--- config.mk ---
export PLATFORM = sky130hd
export DESIGN_NAME = i2c_cmd_target
export DESIGN_NICKNAME = d
export VERILOG_FILES = /design/src/rtl/i2c_cmd_target.sv
export SDC_FILE = /design/constraint.sdc
export NUM_CORES = 1
export LEC_CHECK = 0
export ABC_AREA = 0
export BUFFER_PORTS_ARGS = -buffer_cell sky130_fd_sc_hd__buf_2
export CAP_MARGIN = 30
export CORE_MARGIN = 1
export CORE_UTILIZATION = 40
export CTS_CLUSTER_DIAMETER = 40
export DETAILED_ROUTE_END_ITERATION = 16
export HOLD_SLACK_MARGIN = 0.02
export PLACE_DENSITY_LB_ADDON = 0.2
export REMOVE_ABC_BUFFERS = 1
export SLEW_MARGIN = 5
export SYNTH_ARGS = -nofsm -noshare
export SYNTH_HDL_FRONTEND = slang
export SYNTH_SLANG_ARGS = --single-unit
--- constraint.sdc ---
create_clock -name clk -period 3.5 [get_ports clk]
set_input_delay 0.35 -clock clk [delete_from_list [all_inputs] [get_ports clk]]
set_output_delay 0.35 -clock clk [all_outputs]
set_load 0.01 [all_outputs]
--- src/rtl/i2c_cmd_target.sv ---
module i2c_cmd_target #(
  parameter logic [3:0] ADDR_HI = 4'b0011,
  parameter int         BITS    = 8
) (
  input  logic             clk,
  input  logic             rst_n,
  input  logic             scl_i,
  input  logic             sda_i,
  input  logic [2:0]       strap,
  output logic             sda_pull,
  output logic [1:0]       reg_sel,
  output logic             reg_wr,
  output logic [BITS-1:0]  reg_wdata,
  input  logic [BITS-1:0]  reg_rdata
);

  localparam int CW = $clog2(BITS + 1);
  localparam logic [CW-1:0] LAST = CW'(BITS);

  typedef enum logic [2:0] {S_IDLE, S_ADDR, S_ACK, S_WRITE, S_READ, S_RACK} state_t;

  state_t          state;
  logic [1:0]      scl_sync, sda_sync;
  logic            scl_q, sda_q;
  logic [BITS-1:0] shift;
  logic [CW-1:0]   cnt;
  logic            rw, cmd_phase, mack;
  logic [1:0]      ptr;

  wire scl_s = scl_sync[1];
  wire sda_s = sda_sync[1];
  wire scl_rise  = scl_s & ~scl_q;
  wire scl_fall  = ~scl_s & scl_q;
  wire start_det = scl_s & scl_q & sda_q & ~sda_s;
  wire stop_det  = scl_s & scl_q & ~sda_q & sda_s;
  wire addr_hit  = (shift[BITS-1:1] == {ADDR_HI, strap});

  assign sda_pull = (state == S_ACK) | ((state == S_READ) & ~shift[BITS-1]);
  assign reg_sel  = ptr;

  always_ff @(posedge clk or negedge rst_n) begin
    if (!rst_n) begin
      scl_sync <= 2'b11;
      sda_sync <= 2'b11;
      scl_q    <= 1'b1;
      sda_q    <= 1'b1;
    end else begin
      scl_sync <= {scl_sync[0], scl_i};
      sda_sync <= {sda_sync[0], sda_i};
      scl_q    <= scl_s;
      sda_q    <= sda_s;
    end
  end

  always_ff @(posedge clk or negedge rst_n) begin
    if (!rst_n) begin
      state     <= S_IDLE;
      shift     <= '0;
      cnt       <= '0;
      rw        <= 1'b0;
      cmd_phase <= 1'b0;
      mack      <= 1'b0;
      ptr       <= 2'd0;
      reg_wr    <= 1'b0;
      reg_wdata <= '0;
    end else begin
      reg_wr <= 1'b0;
      if (start_det) begin
        state <= S_ADDR;
        cnt   <= '0;
      end else if (stop_det) begin
        state <= S_IDLE;
      end else begin
        case (state)
          S_ADDR: begin
            if (scl_rise) begin
              shift <= {shift[BITS-2:0], sda_s};
              cnt   <= cnt + 1'b1;
            end else if (scl_fall && cnt == LAST) begin
              if (addr_hit) begin
                state     <= S_ACK;
                rw        <= shift[0];
                cmd_phase <= ~shift[0];
              end else begin
                state <= S_IDLE;
              end
            end
          end
          S_ACK: begin
            if (scl_fall) begin
              cnt <= '0;
              if (rw) begin
                state <= S_READ;
                shift <= reg_rdata;
              end else begin
                state <= S_WRITE;
              end
            end
          end
          S_WRITE: begin
            if (scl_rise) begin
              shift <= {shift[BITS-2:0], sda_s};
              cnt   <= cnt + 1'b1;
            end else if (scl_fall && cnt == LAST) begin
              state <= S_ACK;
              if (cmd_phase) begin
                ptr       <= shift[1:0];
                cmd_phase <= 1'b0;
              end else begin
                reg_wr    <= 1'b1;
                reg_wdata <= shift;
              end
            end
          end
          S_READ: begin
            if (scl_fall) begin
              shift <= {shift[BITS-2:0], 1'b0};
              cnt   <= cnt + 1'b1;
              if (cnt == LAST - 1'b1) state <= S_RACK;
            end
          end
          S_RACK: begin
            if (scl_rise) begin
              mack <= ~sda_s;
            end else if (scl_fall) begin
              if (mack) begin
                state <= S_READ;
                shift <= reg_rdata;
                cnt   <= '0;
              end else begin
                state <= S_IDLE;
              end
            end
          end
          default: state <= S_IDLE;
        endcase
      end
    end
  end

  p_start_to_addr_r2: assert property (@(posedge clk) disable iff (!rst_n)
    start_det |=> (state == S_ADDR) && (cnt == '0));

  p_miss_to_idle_r3: assert property (@(posedge clk) disable iff (!rst_n)
    (state == S_ADDR && !start_det && !stop_det && scl_fall && cnt == LAST && !addr_hit)
      |=> (state == S_IDLE));

  p_ptr_hold_r6: assert property (@(posedge clk) disable iff (!rst_n)
    !(state == S_WRITE && cmd_phase && scl_fall && cnt == LAST) |=> $stable(reg_sel));

  p_wr_single_r5: assert property (@(posedge clk) disable iff (!rst_n)
    reg_wr |=> !reg_wr);

  p_cnt_bound_r8: assert property (@(posedge clk) disable iff (!rst_n)
    cnt <= LAST);

  p_stop_release_r9: assert property (@(posedge clk) disable iff (!rst_n)
    stop_det |=> !sda_pull);

endmodule

After elaboration in Yosys (flattened, before gate mapping)
Index checks and enable logic that the tools add are counted.

word-level totals
  output and inout bits = 12
  register bits = 35
  word-level logic and storage cells = 126
  bits of input ports = 15

operators by class
  reductions and logical operators = 13
  add/subtract/negate cells = 1
  multiplexer cells = 44
  bitwise gates (word level) = 19
  equality and inequality tests = 36

operators by type and width
  cell                                                   number
  2-to-1 mux 8 bit                                       7
  2-to-1 mux 3 bit                                       13
  2-to-1 mux 4 bit                                       8
  inequality test 4 bit, second input constant           8
  case mux 8 bit (4 select lines)                        1
  inequality test 2 bit, second input constant           12
  AND reduction 6 bit                                    3
  case mux 4 bit (4 select lines)                        1
  AND reduction 8 bit                                    2
  inequality test 3 bit, second input constant           5
  case mux 3 bit (5 select lines)                        1
  2-to-1 mux 1 bit                                       11
  NOT 1 bit                                              10
  AND reduction 10 bit                                   1
  AND reduction 9 bit                                    1
  AND 1 bit                                              8
  == test 7 x 5 -> 1 bit                                 1
  == test 3 x 2 -> 1 bit, second input constant          2
  == test 3 bit, second input constant                   2
  nonzero test 5 bit                                     1
  adder 4 x 1 -> 4 bit, second input constant            1
  == test 4 x 3 -> 1 bit, second input constant          1
  == test 4 bit, second input constant                   1
  inequality test 4 x 3 -> 1 bit, second input constant  1
  other kinds (11)                                       11

Logic depth before layout (Yosys ltp)
Gate-level depths: netlist (run 1).

  depth after elaboration = 8
  depth in mapped cells = 7
  mapped depth without buffers = 7

Worst setup path after synthesis (run 1)
OpenSTA, ideal clock, no wires.

  path kind = register to register
  start = register state[1]
  end = register shift[0]
  cell stages (with the launch flop) = 7
  library setup time = 0.125 ns
  arrival time = 1.777 ns
  path buffers = 1
  period minus slack after synthesis = 1.902 ns
  setup slack = 1.598 ns
  data required time = 3.375 ns
  cell sequence = dfrtp_1 buf_4 inv_1 ha_1 nor2_1 a2111oi_4 mux2_2

between the ends
  longest elaborated chain between the ends = 4
  elaborated cells between the ends (all ways) = 16
  classes of those cells = eq/ne (12); mux (1); reduce/logical (3)

RTL lines
  item                                                                                   RTL line  source
  start: declaration                                                                     22        state_t state;
  start signal: assignment                                                               57        state <= S_IDLE;
  start signal: assignment                                                               69        state <= S_ADDR;
  start signal: assignment                                                               72        state <= S_IDLE;
  == test 3 x 2 -> 1 bit or == test 3 x 1 -> 1 bit (tied branches)                       74        case (state)
  OR reduction 2 bit (no source line)                                                    -
  inequality test 2 x 1 -> 1 bit (no source line) or nonzero test 4 bit (tied branches)  -
  AND reduction 10 bit (no source line)                                                  -
  end signal: assignment                                                                 77        shift <= {shift[BITS-2:0], sda_s};
  end signal: assignment                                                                 94        shift <= reg_rdata;
  end signal: assignment                                                                 102       shift <= {shift[BITS-2:0], sda_s};
  end: declaration                                                                       25        logic [BITS-1:0] shift;

Several ways; a longest one is shown, not always the timed one.
A chain may end at the register's enable or synchronous reset.

Final worst setup path (run 1)
  start = register state[2]
  end = register shift[1]

The elaborated chain is that of the path after synthesis.

==> summary by stage, run 1 <==
Outcome
The flow ran to the end, and the final reports show no timing, DRC or antenna violations.

Routing
In the routed design, unresolved DRC markers number 0. The total wire length is 3.59 mm. The number of vias after detailed routing is between 1k and 1.5k. The count of nets left with antenna violations once routing finished came out at 0.

The mean routed wirelength per cell is approximately 15 µm. For this run, the detailed router's first-pass iteration total came to 6. The via density per instance is ~5.5. The number of design-rule violations left by the first detailed-router iteration is 64.

Clock network
The post-cts resize count is 0. The number of setup buffers added after CTS is 0. The maximum clock insertion buffer count is 2.

At the later pin of the worst-skew pair, clock insertion delay measures 0.29 ns. The TritonCTS clock tree is yes. The sink count of the clock tree is 35. The CTS root buffer is clkbuf_8. The hold buffer count at CTS is 0. After clock tree synthesis, the clock-pin slew on the worst setup and hold paths is 0.07 ns.

Clock tree synthesis inserted a total of 5 buffers. The H-tree was split into 2 levels.

STA
The worst hold margin is around 0.14 ns. The final total negative setup slack is 0 ns. The count of final max-slew check failures is 0. The tightest slew margin relative to the limit is 39.9%. The count of final hold-check violations came to 0.

At the pin with the least slew margin, the transition time is 0.897 ns. Timing would allow up to 0.421 GHz. The final clock period utilization by the worst path is 67.9%. On the final layout, the worst clock skew is 0.0123 ns.

Setup repair after global routing left no endpoint under its margin. The number of failing setup endpoints in the final timing report is 0. The clock period minus worst slack is 2.38 ns.

Cells and area
The signed area change from the synthesized netlist to the final layout is 14.0%. The filler cells instantiated in the layout total 394. Leaving out fill and tap cells, the most frequent cells in the layout are dfrtp_1 (29), mux2_2 (28), buf_2 (26).

The final layout net count is 200. The most common library cell in the layout ignoring fill and taps is dfrtp_1. In the final layout, the share of cells above drive strength 1 is 38.8%. The repair_antennas step left the layout with diodes totalling 0.

Worst setup path
The critical path is of the flop to flop type. The nature of the critical path endpoint is a flop. STA classifies the critical path startpoint as a flop. The register-to-register setup slack is approximately 1.1 ns.

The required time at the worst-slack endpoint is approximately 3.7 ns. The critical path data arrival time is 2.54 ns. Of all nets on the critical path, the largest fanout is 16.

Power
The overall power after layout is 839 µW. VDD sags by at most 206 µV. The power density normalized to cell area is between 400 and 500 mW/mm². The fraction of power consumed by the clock network is 33.8%. The logic gate share of total power is approximately a tenth. The internal power summed over all cells is 622 µW.

The analysis attributes to net switching a power of approximately 220 µW. The static power due to leakage is 0.945 nW. The share of power burned in registers is 56.7%. In this run switching power makes up 25.8% of total power.

Floorplanning
The die is between 60 and 70 µm wide. From bottom edge to top edge, the die measures approximately 69 µm. The number of primary I/O pins is 27. The die area is approximately 0.0048 mm². The placement row count is 23. The core region is 0.00414 mm². The initial standard-cell utilization of the core is 43.2%.

Yosys
Counting flops with a built-in enable in the synthesized netlist gives 0. The cell accounting for the most synthesized area is dfrtp_1. The share of synthesized area occupied by flip-flops and latches is about half. Among all flip-flop cells after synthesis, the most frequent one is dfrtp_1. The flop and latch count out of synthesis is 35.

The average footprint of a synthesized cell is 11.7 µm². Summed over its instances, the top area cell type makes up 40.5% of the synthesized netlist area. Synthesis produced 153 cells.

By area the synthesized netlist is led by dfrtp_1 (41%), mux2_2 (18%), dfstp_2 (8.8%). The number of distinct library cells after synthesis is 41. The post-synth design cell area is approximately 0.0018 mm². The async set or reset register ratio after synthesis is 100%. The synthesis warning total is 0.

Worst hold path
The min-delay analysis places its worst path in the category input port to async pin.

Flow run
The number of maximum-capacitance constraint violations is 0.

Placed design
The detailed placer's ending HPWL is 2.60 mm. Buffers placed on the I/O ports in this run total 26. The placer congestion estimate is about 0.8.

Global route
The overall routing resource usage is 16.5%. The number of antenna violations at the first check in global routing is 0. The wire length of the first global-routing pass is 5.58 mm. The number of global-route vias before repair is 1185. The pin count of the biggest net entering global routing is 36. The total overflow left after global routing is 0.
Yosys cell counts (2+ instances only):
master      n
inv_1       6
ha_1        3
dfrtp_1    29
nor2b_1     2
mux2_2     28
o21ai_0     4
nand3b_1    2
nand3_1     6
buf_4       3
nor3_1      4
xnor2_1     2
a2111oi_4   2
a21oi_1     7
nand2_1     5
nand2b_1    4
dfstp_2     6
o31ai_1     2
xor2_1      2
nor2_1     12
a211oi_1    3
power by group through the flow:
stage	logic [mW]	clock network, mW	registers, mW
6_report	0.0797	0.284	0.475
5_1_grt	0.0908	0.304	0.481
4_1_cts	0.0820	0.294	0.475
3_5_place_dp	0.0817	0	0.483
3_3_place_gp	0.0776	0	0.481
2_1_floorplan	0.0566	0	0.469
flip-flops by register name, summed over array words and instances (netlist names):
| register | cells |
|---|---|
| state | 3 |
| rw | 1 |
| reg_wr | 1 |
| reg_sel | 2 |
| reg_wdata | 8 |
| scl_q | 1 |
| sda_q | 1 |
| cnt | 4 |
| sda_sync | 2 |
| mack | 1 |
| scl_sync | 2 |
| shift | 8 |
| cmd_phase | 1 |
cell families (layout without fill, tap and decap cells):
family                   count (synthesis)  in the layout  synth area share [%]
AO/OA/AOI/OAI                           26             26                  11.9
XOR/XNOR                                 4              4                  1.96
adder cells (fa/ha/maj)                  3              3                  2.10
buffers and inverters                   10             40                  2.79
flip-flops                              35             35                  49.3
multiplexers                            29             29                  18.2
AND/OR/NAND/NOR                         46             46                  13.8
final cells by class:
| type | instances | area (µm²) | area share (%) |
|---|---|---|---|
| clock inverters | 2 | 12.5 | 0.613 |
| clock buffers | 6 | 72.6 | 3.55 |
| multi-input cells | 108 | 858 | 42.0 |
| repair buffers | 26 | 130 | 6.37 |
| inverters | 6 | 22.5 | 1.10 |
| flip-flops and latches | 35 | 883 | 43.3 |
| well taps | 50 | 62.6 | 3.06 |
worst paths after layout:
path | from | endpoint | depth (start not counted)
setup / recovery | state[2] | shift[1] | 4
hold / removal | rst_n | mack | 1
setup reg to reg | state[2] | shift[1] | 4
hold reg to reg | scl_sync[0] | scl_sync[1] | 0
max in group asynchronous | rst_n | cnt[2] | 1
min in group clk | scl_i | scl_sync[0] | 1
per-stage QoR:
step	std cells	area (µm²)	util (%)	worst slack [ns]
final	233	2040	49.3	1.12
after global routing	233	2040	49.3	0.948
after CTS	233	2040	49.3	1.14
after detailed placement	225	1960	47.2	1.14
after global placement	225	1960	47.2	1.23
after floorplan	149	1760	-	1.49
per-layer routing:
metal  global-route usage, %  up-vias  routed length [µm]
met5                       0        -                   0
met1                    21.6      629                1680
li1                        -      609                   -
met4                    6.89        0                  36
met3                    3.95        5                 117
met2                    26.0       30                1750
worst max-delay path, cell delays in order (launching register included):
cell and delay, ns:
dfrtp_1 0.66, nor2b_1 0.19, nor2_1 0.73, mux2_2 0.41
mux2_2 0.26
Power figures use the tool's default switching activity.
==> inputs of run 2 (changes only) <==
==> constraint.sdc (replaced) <==
create_clock -name clk -period 1.97 [get_ports clk]
set_input_delay 0.197 -clock clk [delete_from_list [all_inputs] [get_ports clk]]
set_output_delay 0.197 -clock clk [all_outputs]
set_load 0.01 [all_outputs]
==> run 2 against run 1 <==
Effect of this change: clock power grew 120%; core utilization grew 6.9 points; sequential share of layout area shrank 5.3 points; hold slack gained 0.13 ns; fmax grew 22%; largest cell class is now multi-input gates; cell area grew 14%; global-route usage grew 1.8 points; final cell count grew 9.0%.
==> summary by stage, run 2 (synthesis gave the netlist of run 1 again) <==
Clock network
The maximum level of the CTS H-tree is 2. The clock latency reported for the late side of the worst-skew pair is 0.28 ns. The clock passes through at most 2 buffers. CTS placed an instance of clkbuf_8 at the clock tree root. TritonCTS built the clock tree. For this design, the sink count on the clock tree is 35. Clock-pin slew was measured on the worst setup and hold paths at 0.07 ns. In this run, CTS created clock tree buffers numbering 5.

Power
The switching part of the total power is a little under a quarter. IR analysis of the VDD net gives a maximum drop of ~510 µV. The internal power summed over all cells is 1.28 mW. Of the total power, registers draw 51.1%.

The logic gate share of total power is a little under an eighth. In this run, the clock network consumes between 30% and 40% of the power. For this design the ratio of total power to cell area is 709 mW/mm².

Summed over all cells, the static leakage comes to 1.10 nW. For this design the total switching power over the nets is around 370 µW.

STA
The number of failing setup endpoints in the final timing report is 0. The tightest slew margin relative to the limit is 48.0%. The count of final max-slew check failures was 0.

Of the available clock period, the critical path in the final layout requires between 90% and 100%. Setup repair after global routing could not meet its margin everywhere. The fmax is 0.512 GHz. At the pin with the least slew margin, the transition time is 0.779 ns.

Subtracting the final worst setup slack from the clock period gives 1.95 ns. The count of final hold-check violations is 0. The tightest hold path in the finished design has a slack of around 0.28 ns. For the final database, setup skew stands at 0.00379 ns.

The slack of the critical path is 0.0169 ns. Setup total negative slack on the finished layout was measured at 0 ns.

Routing
The total wire length is 3.85 mm. For this run, design rule violations remaining after detail routing come to 0. The count of antenna-violating nets left after detailed routing is 0. The number of vias after detailed routing is ~1.4k. In this run, the number of DRC markers left after iteration 0 of detailed routing was 84. The first TritonRoute pass finished after 4 iterations.

The via density per instance is roughly 5.4. In the final routed layout, each cell accounts on average for 15.2 µm.

Worst setup path
The critical path goes through nand2b_1, a211oi_2, nor3_2, a2111oi_4, buf_6, mux2_4. The largest fanout on the critical path is 8. The register-to-register setup slack is between 0.015 and 0.02 ns.

STA classifies the critical path startpoint as a flop. The critical path data arrival time is 2.12 ns. The critical path class is flop to flop. STA classifies the critical path endpoint as a flop. The longest individual stage delay on the worst path is 0.57 ns. The cell type of the slowest stage on the worst timing path is dfstp_2.

Data on the critical path is required at its endpoint by between 2 and 2.5 ns.

Cells and area
The register cell area after layout is 883 µm². The most common library cell in the layout ignoring fill and taps is dfrtp_1. The multi-input combinational cells in the finished layout cover a total of 915 µm². From synthesis to final layout, the design area changed by 30.0%. The proportion of layout cells with a drive suffix above 1 is between 40% and 50%.

In the final design database the tool counted ~220 nets. The cell area after layout is 0.00233 mm². The library cells used most frequently in the layout, excluding fill and tap cells, are dfrtp_1 (29), buf_2 (26), mux2_2 (20).

The number of antenna diodes in the final layout is 0. The largest registers in the layout are reg_wdata (8), shift (8), cnt (4). Fill cells in the final layout number between 300 and 400.

Floorplanning
The floorplan step set the die height to ~70 µm. The initial standard-cell utilization of the core is between 40% and 50%. For this design the top-level I/O count stands at 27. The die area is 0.00475 mm². After floorplanning, the core was sized to cover between 0.004 and 0.005 mm². The die boundary width is 68.9 µm. After floorplanning, the core was divided into 23 placement rows.

Flow run
The number of maximum-capacitance constraint violations is 0.

Global route
The number of antenna violations at the first check in global routing is 0. The first global-routing pass estimated 6.25 mm of wire. Global routing used 18.3% of the available tracks. The total overflow left after global routing is 0. The number of global-route vias before repair is 1309. Entering global routing, the biggest net connects 36 pins.

Placed design
At the placement stage, the worst setup path has a slack of -0.0361 ns. The detailed placer's ending HPWL is roughly 2.7 mm. The number of input and output port buffers inserted is 26. The placement-stage cell area is 0.00208 mm². At the end of routability-driven placement, the weighted congestion stood at 0.847.

Worst hold path
The tightest min-delay check is of the input port to flop type.

Outcome
The run finished with clean final reports.
run 2: repair_timing:
item	in CTS	in global routing
gates resized for setup	2	14
hold buffers	3	0
gates cloned	0	0
pin swaps	0	7
hold endpoints to repair	3	0
endpoints found under the setup margin	9	17
buffers inserted	0	7
run 2: worst max-delay path, delay by kind of cell, from the launching register on:
family / cells / cell delay [ns]
flip-flops: 1 / 0.57
AND/OR/NAND/NOR: 2 / 0.17
buffers and inverters: 1 / 0.21
multiplexers: 1 / 0.31
AO/OA/AOI/OAI: 2 / 0.57
run 2: power groups by stage:
stage / clock [mW] / combinational (mW) / sequential, mW
4_1_cts: 0.632 / 0.160 / 0.843
5_1_grt: 0.654 / 0.215 / 0.855
2_1_floorplan: 0 / 0.101 / 0.834
6_report: 0.614 / 0.194 / 0.844
3_3_place_gp: 0 / 0.147 / 0.853
3_5_place_dp: 0 / 0.153 / 0.855
run 2: stage by stage:
| step | cells | total power, mW | utilization [%] |
|---|---|---|---|
| 2_1_floorplan | 149 | 0.934 | - |
| 3_3_place_gp | 236 | 1.00 | 50.1 |
| 3_5_place_dp | 236 | 1.01 | 50.1 |
| 4_1_cts | 247 | 1.64 | 53.7 |
| 5_1_grt | 254 | 1.72 | 56.2 |
| 6_report | 254 | 1.65 | 56.2 |
run 2: cell type report:
type / count / area share [%]
Timing Repair Buffer: 47 / 14.6
Clock buffer: 7 / 3.28
Tap cell: 50 / 2.69
Inverter: 6 / 0.967
Multi-Input combinational cell: 108 / 39.3
Clock inverter: 1 / 1.29
Sequential cell: 35 / 37.9
run 2: final timing paths:
path,start,end,depth (start not counted)
min,reg_rdata[3],shift[3],3
max,scl_sync[1],shift[4],6
min in group asynchronous,rst_n,mack,2
max in group asynchronous,rst_n,reg_wdata[0],2
min reg2reg,scl_sync[0],scl_sync[1],0
max reg2reg,scl_sync[1],shift[4],6
run 2: layer usage:
layer	global-route usage, %	routed length (µm)	up-vias
li1	-	-	655
met3	5.10	177	4
met5	0	0	-
met1	23.0	1740	676
met2	30.6	1910	34
met4	5.10	28	0
